**src/rtl/berPkg.sv**
```systemverilog
package berPkg;

  localparam int SHORT_W   = 15;
  localparam int LONG_W    = 23;
  localparam int SHORT_TAP = 13;
  localparam int LONG_TAP  = 17;
  localparam logic [LONG_W-1:0] SEED = 23'h3A5C71;

  // Strobes passed from control to datapath each cycle
  typedef struct packed {
    logic outLoad;  // a bit slot occurs this cycle
    logic txStep;   // transmit bit is in window: send PRBS and advance
    logic txSeed;   // transmit disabled: hold generator at seed
    logic rxStep;   // receive bit is in window
    logic rxClear;  // receive disabled: drop lock and count
  } berStrobes_t;

  function automatic logic fbBit(input logic [LONG_W-1:0] s, input logic longSel);
    return longSel ? (s[LONG_W-1] ^ s[LONG_TAP]) : (s[SHORT_W-1] ^ s[SHORT_TAP]);
  endfunction

  function automatic logic headBit(input logic [LONG_W-1:0] s, input logic longSel);
    return longSel ? s[LONG_W-1] : s[SHORT_W-1];
  endfunction

  function automatic logic seedMatch(input logic [LONG_W-1:0] s, input logic longSel);
    return longSel ? (s == SEED) : (s[SHORT_W-1:0] == SEED[SHORT_W-1:0]);
  endfunction

endpackage

```
**src/rtl/berWindow.sv**
```systemverilog
module berWindow #(
  parameter int CHAN_W = 8
) (
  input  logic [CHAN_W-1:0] chan,
  input  logic [CHAN_W-1:0] startCh,
  input  logic [CHAN_W-1:0] extraCh,
  output logic              hit
);
  logic [CHAN_W-1:0] offset;

  // modulo distance from the start channel; wraps past the last channel
  assign offset = chan - startCh;
  assign hit    = (offset <= extraCh);
endmodule

```
**src/rtl/berCtrl.sv**
```systemverilog
module berCtrl
  import berPkg::*;
#(
  parameter int CHAN_W = 8,
  parameter int BIT_W  = 3
) (
  input  logic              clk,
  input  logic              rstN,
  input  logic              bitEn,
  input  logic              frameSync,
  input  logic              txEnable,
  input  logic              rxEnable,
  input  logic [CHAN_W-1:0] txStartCh,
  input  logic [CHAN_W-1:0] txExtraCh,
  input  logic [CHAN_W-1:0] rxStartCh,
  input  logic [CHAN_W-1:0] rxExtraCh,
  output berStrobes_t       strobes
);
  localparam int POS_W  = CHAN_W + BIT_W;
  localparam int N_WIN  = 2;
  localparam int TX_IDX = 0;
  localparam int RX_IDX = 1;

  logic [POS_W-1:0]  posReg;
  logic [POS_W-1:0]  curPos;
  logic [CHAN_W-1:0] curChan;
  logic [CHAN_W-1:0] winStart [N_WIN];
  logic [CHAN_W-1:0] winExtra [N_WIN];
  logic              winHit   [N_WIN];

  // position of the bit offered this cycle
  assign curPos  = (bitEn && frameSync) ? '0 : posReg;
  assign curChan = curPos[POS_W-1:BIT_W];

  always_ff @(posedge clk or negedge rstN) begin
    if (!rstN)      posReg <= '0;
    else if (bitEn) posReg <= curPos + 1'b1;
  end

  assign winStart[TX_IDX] = txStartCh;
  assign winExtra[TX_IDX] = txExtraCh;
  assign winStart[RX_IDX] = rxStartCh;
  assign winExtra[RX_IDX] = rxExtraCh;

  for (genvar w = 0; w < N_WIN; w++) begin : gWin
    berWindow #(.CHAN_W(CHAN_W)) u_win (
      .chan    (curChan),
      .startCh (winStart[w]),
      .extraCh (winExtra[w]),
      .hit     (winHit[w])
    );
  end

  always_comb begin
    strobes.outLoad = bitEn;
    strobes.txStep  = bitEn && txEnable && winHit[TX_IDX];
    strobes.txSeed  = !txEnable;
    strobes.rxStep  = bitEn && rxEnable && winHit[RX_IDX];
    strobes.rxClear = !rxEnable;
  end
endmodule

```
**src/rtl/berDatapath.sv**
```systemverilog
module berDatapath
  import berPkg::*;
#(
  parameter int CNT_W = 16
) (
  input  logic             clk,
  input  logic             rstN,
  input  berStrobes_t      strobes,
  input  logic             polySel,
  input  logic             serIn,
  output logic             serOut,
  output logic             rxLocked,
  output logic [CNT_W-1:0] errCount
);
  localparam logic [CNT_W-1:0] CNT_MAX = {CNT_W{1'b1}};

  logic [LONG_W-1:0] txState;
  logic [LONG_W-1:0] rxShift;
  logic [LONG_W-1:0] rxShiftIn;
  logic              refBit;

  // transmit generator: head bit is the next bit to send
  always_ff @(posedge clk or negedge rstN) begin
    if (!rstN)               txState <= SEED;
    else if (strobes.txSeed) txState <= SEED;
    else if (strobes.txStep) txState <= {txState[LONG_W-2:0], fbBit(txState, polySel)};
  end

  always_ff @(posedge clk or negedge rstN) begin
    if (!rstN)                serOut <= 1'b1;
    else if (strobes.outLoad) serOut <= strobes.txStep ? headBit(txState, polySel) : 1'b1;
  end

  // receiver: history of received bits until lock, then a free-running reference
  assign rxShiftIn = {rxShift[LONG_W-2:0], serIn};
  assign refBit    = fbBit(rxShift, polySel);

  always_ff @(posedge clk or negedge rstN) begin
    if (!rstN) begin
      rxShift  <= '0;
      rxLocked <= 1'b0;
      errCount <= '0;
    end else if (strobes.rxClear) begin
      rxShift  <= '0;
      rxLocked <= 1'b0;
      errCount <= '0;
    end else if (strobes.rxStep) begin
      if (!rxLocked) begin
        rxShift <= rxShiftIn;
        if (seedMatch(rxShiftIn, polySel)) rxLocked <= 1'b1;
      end else begin
        rxShift <= {rxShift[LONG_W-2:0], refBit};
        if ((serIn != refBit) && (errCount != CNT_MAX)) errCount <= errCount + 1'b1;
      end
    end
  end
endmodule

```
**src/rtl/berTester.sv**
```systemverilog
module berTester
  import berPkg::*;
#(
  parameter int CHAN_W = 8,
  parameter int BIT_W  = 3,
  parameter int CNT_W  = 16
) (
  input  logic              clk,
  input  logic              rstN,
  input  logic              bitEn,
  input  logic              frameSync,
  input  logic              serIn,
  input  logic              txEnable,
  input  logic              rxEnable,
  input  logic              polySel,
  input  logic [CHAN_W-1:0] txStartCh,
  input  logic [CHAN_W-1:0] txExtraCh,
  input  logic [CHAN_W-1:0] rxStartCh,
  input  logic [CHAN_W-1:0] rxExtraCh,
  output logic              serOut,
  output logic              rxLocked,
  output logic [CNT_W-1:0]  errCount
);
  berStrobes_t strobes;

  berCtrl #(.CHAN_W(CHAN_W), .BIT_W(BIT_W)) u_ctrl (
    .clk       (clk),
    .rstN      (rstN),
    .bitEn     (bitEn),
    .frameSync (frameSync),
    .txEnable  (txEnable),
    .rxEnable  (rxEnable),
    .txStartCh (txStartCh),
    .txExtraCh (txExtraCh),
    .rxStartCh (rxStartCh),
    .rxExtraCh (rxExtraCh),
    .strobes   (strobes)
  );

  berDatapath #(.CNT_W(CNT_W)) u_dp (
    .clk      (clk),
    .rstN     (rstN),
    .strobes  (strobes),
    .polySel  (polySel),
    .serIn    (serIn),
    .serOut   (serOut),
    .rxLocked (rxLocked),
    .errCount (errCount)
  );
endmodule

```
**config.mk**
```make
export PLATFORM = sky130hd
export DESIGN_NAME = berTester
export DESIGN_NICKNAME = d
export VERILOG_FILES = /design/src/rtl/berPkg.sv /design/src/rtl/berWindow.sv /design/src/rtl/berCtrl.sv /design/src/rtl/berDatapath.sv /design/src/rtl/berTester.sv
export SDC_FILE = /design/constraint.sdc
export NUM_CORES = 1
export LEC_CHECK = 0
export ABC_CLOCK_PERIOD_IN_PS = 5400
export BUFFER_PORTS_ARGS = -buffer_cell sky130_fd_sc_hd__clkbuf_2
export CAP_MARGIN = 0
export CORE_MARGIN = 4
export CORE_UTILIZATION = 56
export CTS_CLUSTER_SIZE = 25
export DETAILED_ROUTE_END_ITERATION = 8
export HOLD_SLACK_MARGIN = 0.1
export PLACE_DENSITY_LB_ADDON = 0.05
export RECOVER_POWER = 100
export SKIP_LAST_GASP = 1
export SLEW_MARGIN = 0
export SYNTH_ARGS = -nofsm -noshare
export SYNTH_HDL_FRONTEND = slang
export SYNTH_SLANG_ARGS = --single-unit
```
**constraint.sdc**
```tcl
create_clock -name clk -period 5.4 [get_ports clk]
set_input_delay 0.81 -clock clk [delete_from_list [all_inputs] [get_ports clk]]
set_output_delay 0.81 -clock clk [all_outputs]
set_load 0.01 [all_outputs]
```
==> results_dict.tcl <==
set metrics [dict create \
    pwr-share-clk_pct 33.4 \
    vias 3691 \
    grt_pass1_vias 3578 \
    hpwl_um 6610 \
    yosys.area.top_type_share_pct 33.4 \
    postCtsSetupRepairBufs 0 \
    clk_pin_slew_ns 0.09 \
    yosysMostFrequentCell "nand2_1" \
    peakVddDrop_mv 0.173 \
    p_leak_nw 2.29 \
    pwr_density_cell_mw_per_mm2 240 \
    first_pass_iters 5 \
    crit_path_end_kind "register" \
    postSynthCellCount 506 \
    tritoncts "built" \
    swShare_pct 30.7 \
    startpoint_type "input pin" \
    cts_resized 0 \
    cts-buffers-inserted 9 \
    cp_data_arrival_time_ns 5.03 \
    yosysUniqueCellTypes 54 \
    ant_nets 0 \
    fin_tns_setup_ns 0 \
    dieArea_sq_mm 0.00982 \
    yosysSeqAreaShare_pct 40.7 \
    yosysWarnings 0 \
    combPwrFrac_pct 17.0 \
    layout-drive-gt1-share_pct 14.1 \
    drc 0 \
    gp_congestion 0.852 \
    fmax_mhz 209 \
    root_buffer "clkbuf_8" \
    synth_area_leader_cell "dfrtp_1" \
    ys_top_cells_by_area "dfrtp_1, ha_1, dfstp_2" \
    num_rows 32 \
    num-nets-final 627 \
    syn_to_final_growth_pct 11.0 \
    hold_viol 0 \
    cts_buffer_depth 2 \
    path_class "in -> reg" \
    insertion_delay_ns 0.35 \
    synth_area_per_cell_sq_um 9.18 \
    htreeDepth 3 \
    antenna_cells 0 \
    netlist_area_sq_mm 0.00465 \
    fillers 651 \
    report.final.setup_viol 0 \
    numPortBuffers 57 \
    ys_ff_latch 75 \
    die-height_um 99.1 \
    dpl.cell_count 646 \
    worst_slew_pin_slew_ns 3.96 \
    async_flop_share_pct 100 \
    grt_start_max_net_pins 76 \
    cp.required_ns 5.65 \
    rsz0062_at_grt "false" \
    drv_cap 1 \
    synth_edf_count 0 \
    placed_cell_area_sq_mm 0.00499 \
    wl_um 9150 \
    cts_sinks 75 \
    grt-ovfl-total 0 \
    io_pins 58 \
    cts_hold_buf 0 \
    relSlewSlack_pct -164 \
    synth_common_cells "nand2_1, dfrtp_1, a21oi_1" \
    syn_nets 578 \
    crit_fanout 26 \
    power_frac_seq_pct 49.6 \
    slew_viol_final 76 \
    coreArea_sq_mm 0.00789 \
    antenna_found_initial 0 \
    final_area_sq_mm 0.00516 \
    hold_class "reg -> reg" \
    dieWidth_um 99.1 \
    status "finished, violations left" \
    final_cells 662 \
    first_iter_violations 156 \
    grt_pass1_wl_um 15900 \
    initial_core_util_pct 58.9 \
    p_sw_mw 0.380 \
    wl_per_cell_um 13.8 \
    regArea_sq_mm 0.00189 \
    min_period_ns 4.78 \
    power.total_mw 1.24 \
    finalClockSkew_ns 0.0130 \
    period_share_pct 88.6 \
    grt_usage_pct 19.4 \
    internal_power_mw 0.857 \
    ys.flop_type "dfrtp_1" \
    viasPerCell 5.58 \
    violations "capacitance limit, slew limit" \
    multi_input_area_sq_mm 0.00252 \
]
-- layout make-up --
cell class / count / area share (%)
repair buffers: 60 / 5.48
multi-input cells: 373 / 49.0
well taps: 102 / 2.47
clock inverters: 7 / 1.36
flip-flops and latches: 75 / 36.7
clock buffers: 9 / 2.40
inverters: 36 / 2.62
-- power by group through the flow --
stage / Clock, mW / Sequential, mW / Combinational (mW)
global route: 0.453 / 0.619 / 0.242
finish: 0.413 / 0.614 / 0.210
global placement: 0 / 0.623 / 0.204
CTS: 0.427 / 0.614 / 0.213
detailed placement: 0 / 0.624 / 0.213
floorplan: 0 / 0.618 / 0.150
-- metal layers --
layer / GRT usage (%) / routed length, um / part of all wire (%)
met1: 26.1 / 4220 / 46
met2: 31.7 / 4360 / 48
met3: 3.89 / 399 / 4.4
met5: 0 / 0 / 0
met4: 6.09 / 163 / 1.8
-- placed cells by master (no fill, tap or decap), types with 3 or more instances in the layout --
cell type,count
nand2_1,88
dfrtp_1,62
a21oi_1,46
clkbuf_2,40
inv_1,36
mux2i_1,32
ha_1,30
o21ai_0,19
nor2_1,18
clkbuf_1,18
xnor2_1,15
nor2b_1,13
dfstp_2,12
nand3_1,11
o31ai_1,10
xor2_1,9
clkbuf_8,9
nand4_1,8
nor4_1,7
or4_1,7
nand2b_1,6
and2_1,5
a31oi_1,4
a211oi_1,3
a21o_1,3
and3_1,3
nor3_1,3
-- stage by stage --
step	hold WS, ns	util, %	worst slack [ns]
final	0.510	65.4	0.618
after global routing	0.557	65.4	0.186
after CTS	0.512	65.7	0.720
after detailed placement	0.489	63.3	0.343
after global placement	0.479	63.3	0.536
after floorplan	0.468	-	0.753
-- state kept, by name (all words and copies together) (netlist names) --
register and count:
u_dp.rxLocked 1, u_dp.rxShift 23, u_dp.txState 23, u_dp.errCount 16, u_ctrl.posReg 11, u_dp.serOut 1
-- final timing paths --
| path | cells past startpoint | slack (ns) | startpoint | end |
|---|---|---|---|---|
| min in group asynchronous | 1 | 1.83 | rstN | u_dp.errCount[3] |
| max in group asynchronous | 1 | 1.35 | rstN | u_dp.rxShift[0] |
| max reg2reg | 15 | 1.26 | u_ctrl.posReg[4] | u_dp.rxShift[7] |
| min reg2reg | 2 | 0.51 | u_dp.txState[9] | u_dp.txState[10] |
| min | 2 | 0.51 | u_dp.txState[9] | u_dp.txState[10] |
| max | 17 | 0.62 | bitEn | u_dp.rxShift[7] |
-- worst max-delay path, stage by stage --
cell and delay (ns):
clkbuf_2 0.25, nand2_1 0.25, and2_0 0.35, ha_1 0.33
nor2b_1 0.11, o21ai_0 0.11, a22o_1 0.26, a21oi_1 0.22
nor4_1 0.08, a311o_1 0.33, ha_1 0.29, nand4_1 0.11
a21o_1 0.19, a21oi_2 0.72, buf_4 0.38, nand2_1 0.09
a21oi_1 0.14
-- logic make-up after synthesis --
kind of cell | synth area share [%]
simple gates | 18.6
compound gates | 13.3
flops | 40.7
buf+inv | 5.22
fa+ha+maj | 9.61
mux | 7.62
xor+xnor | 4.88
(Power assumes the default switching activity.)
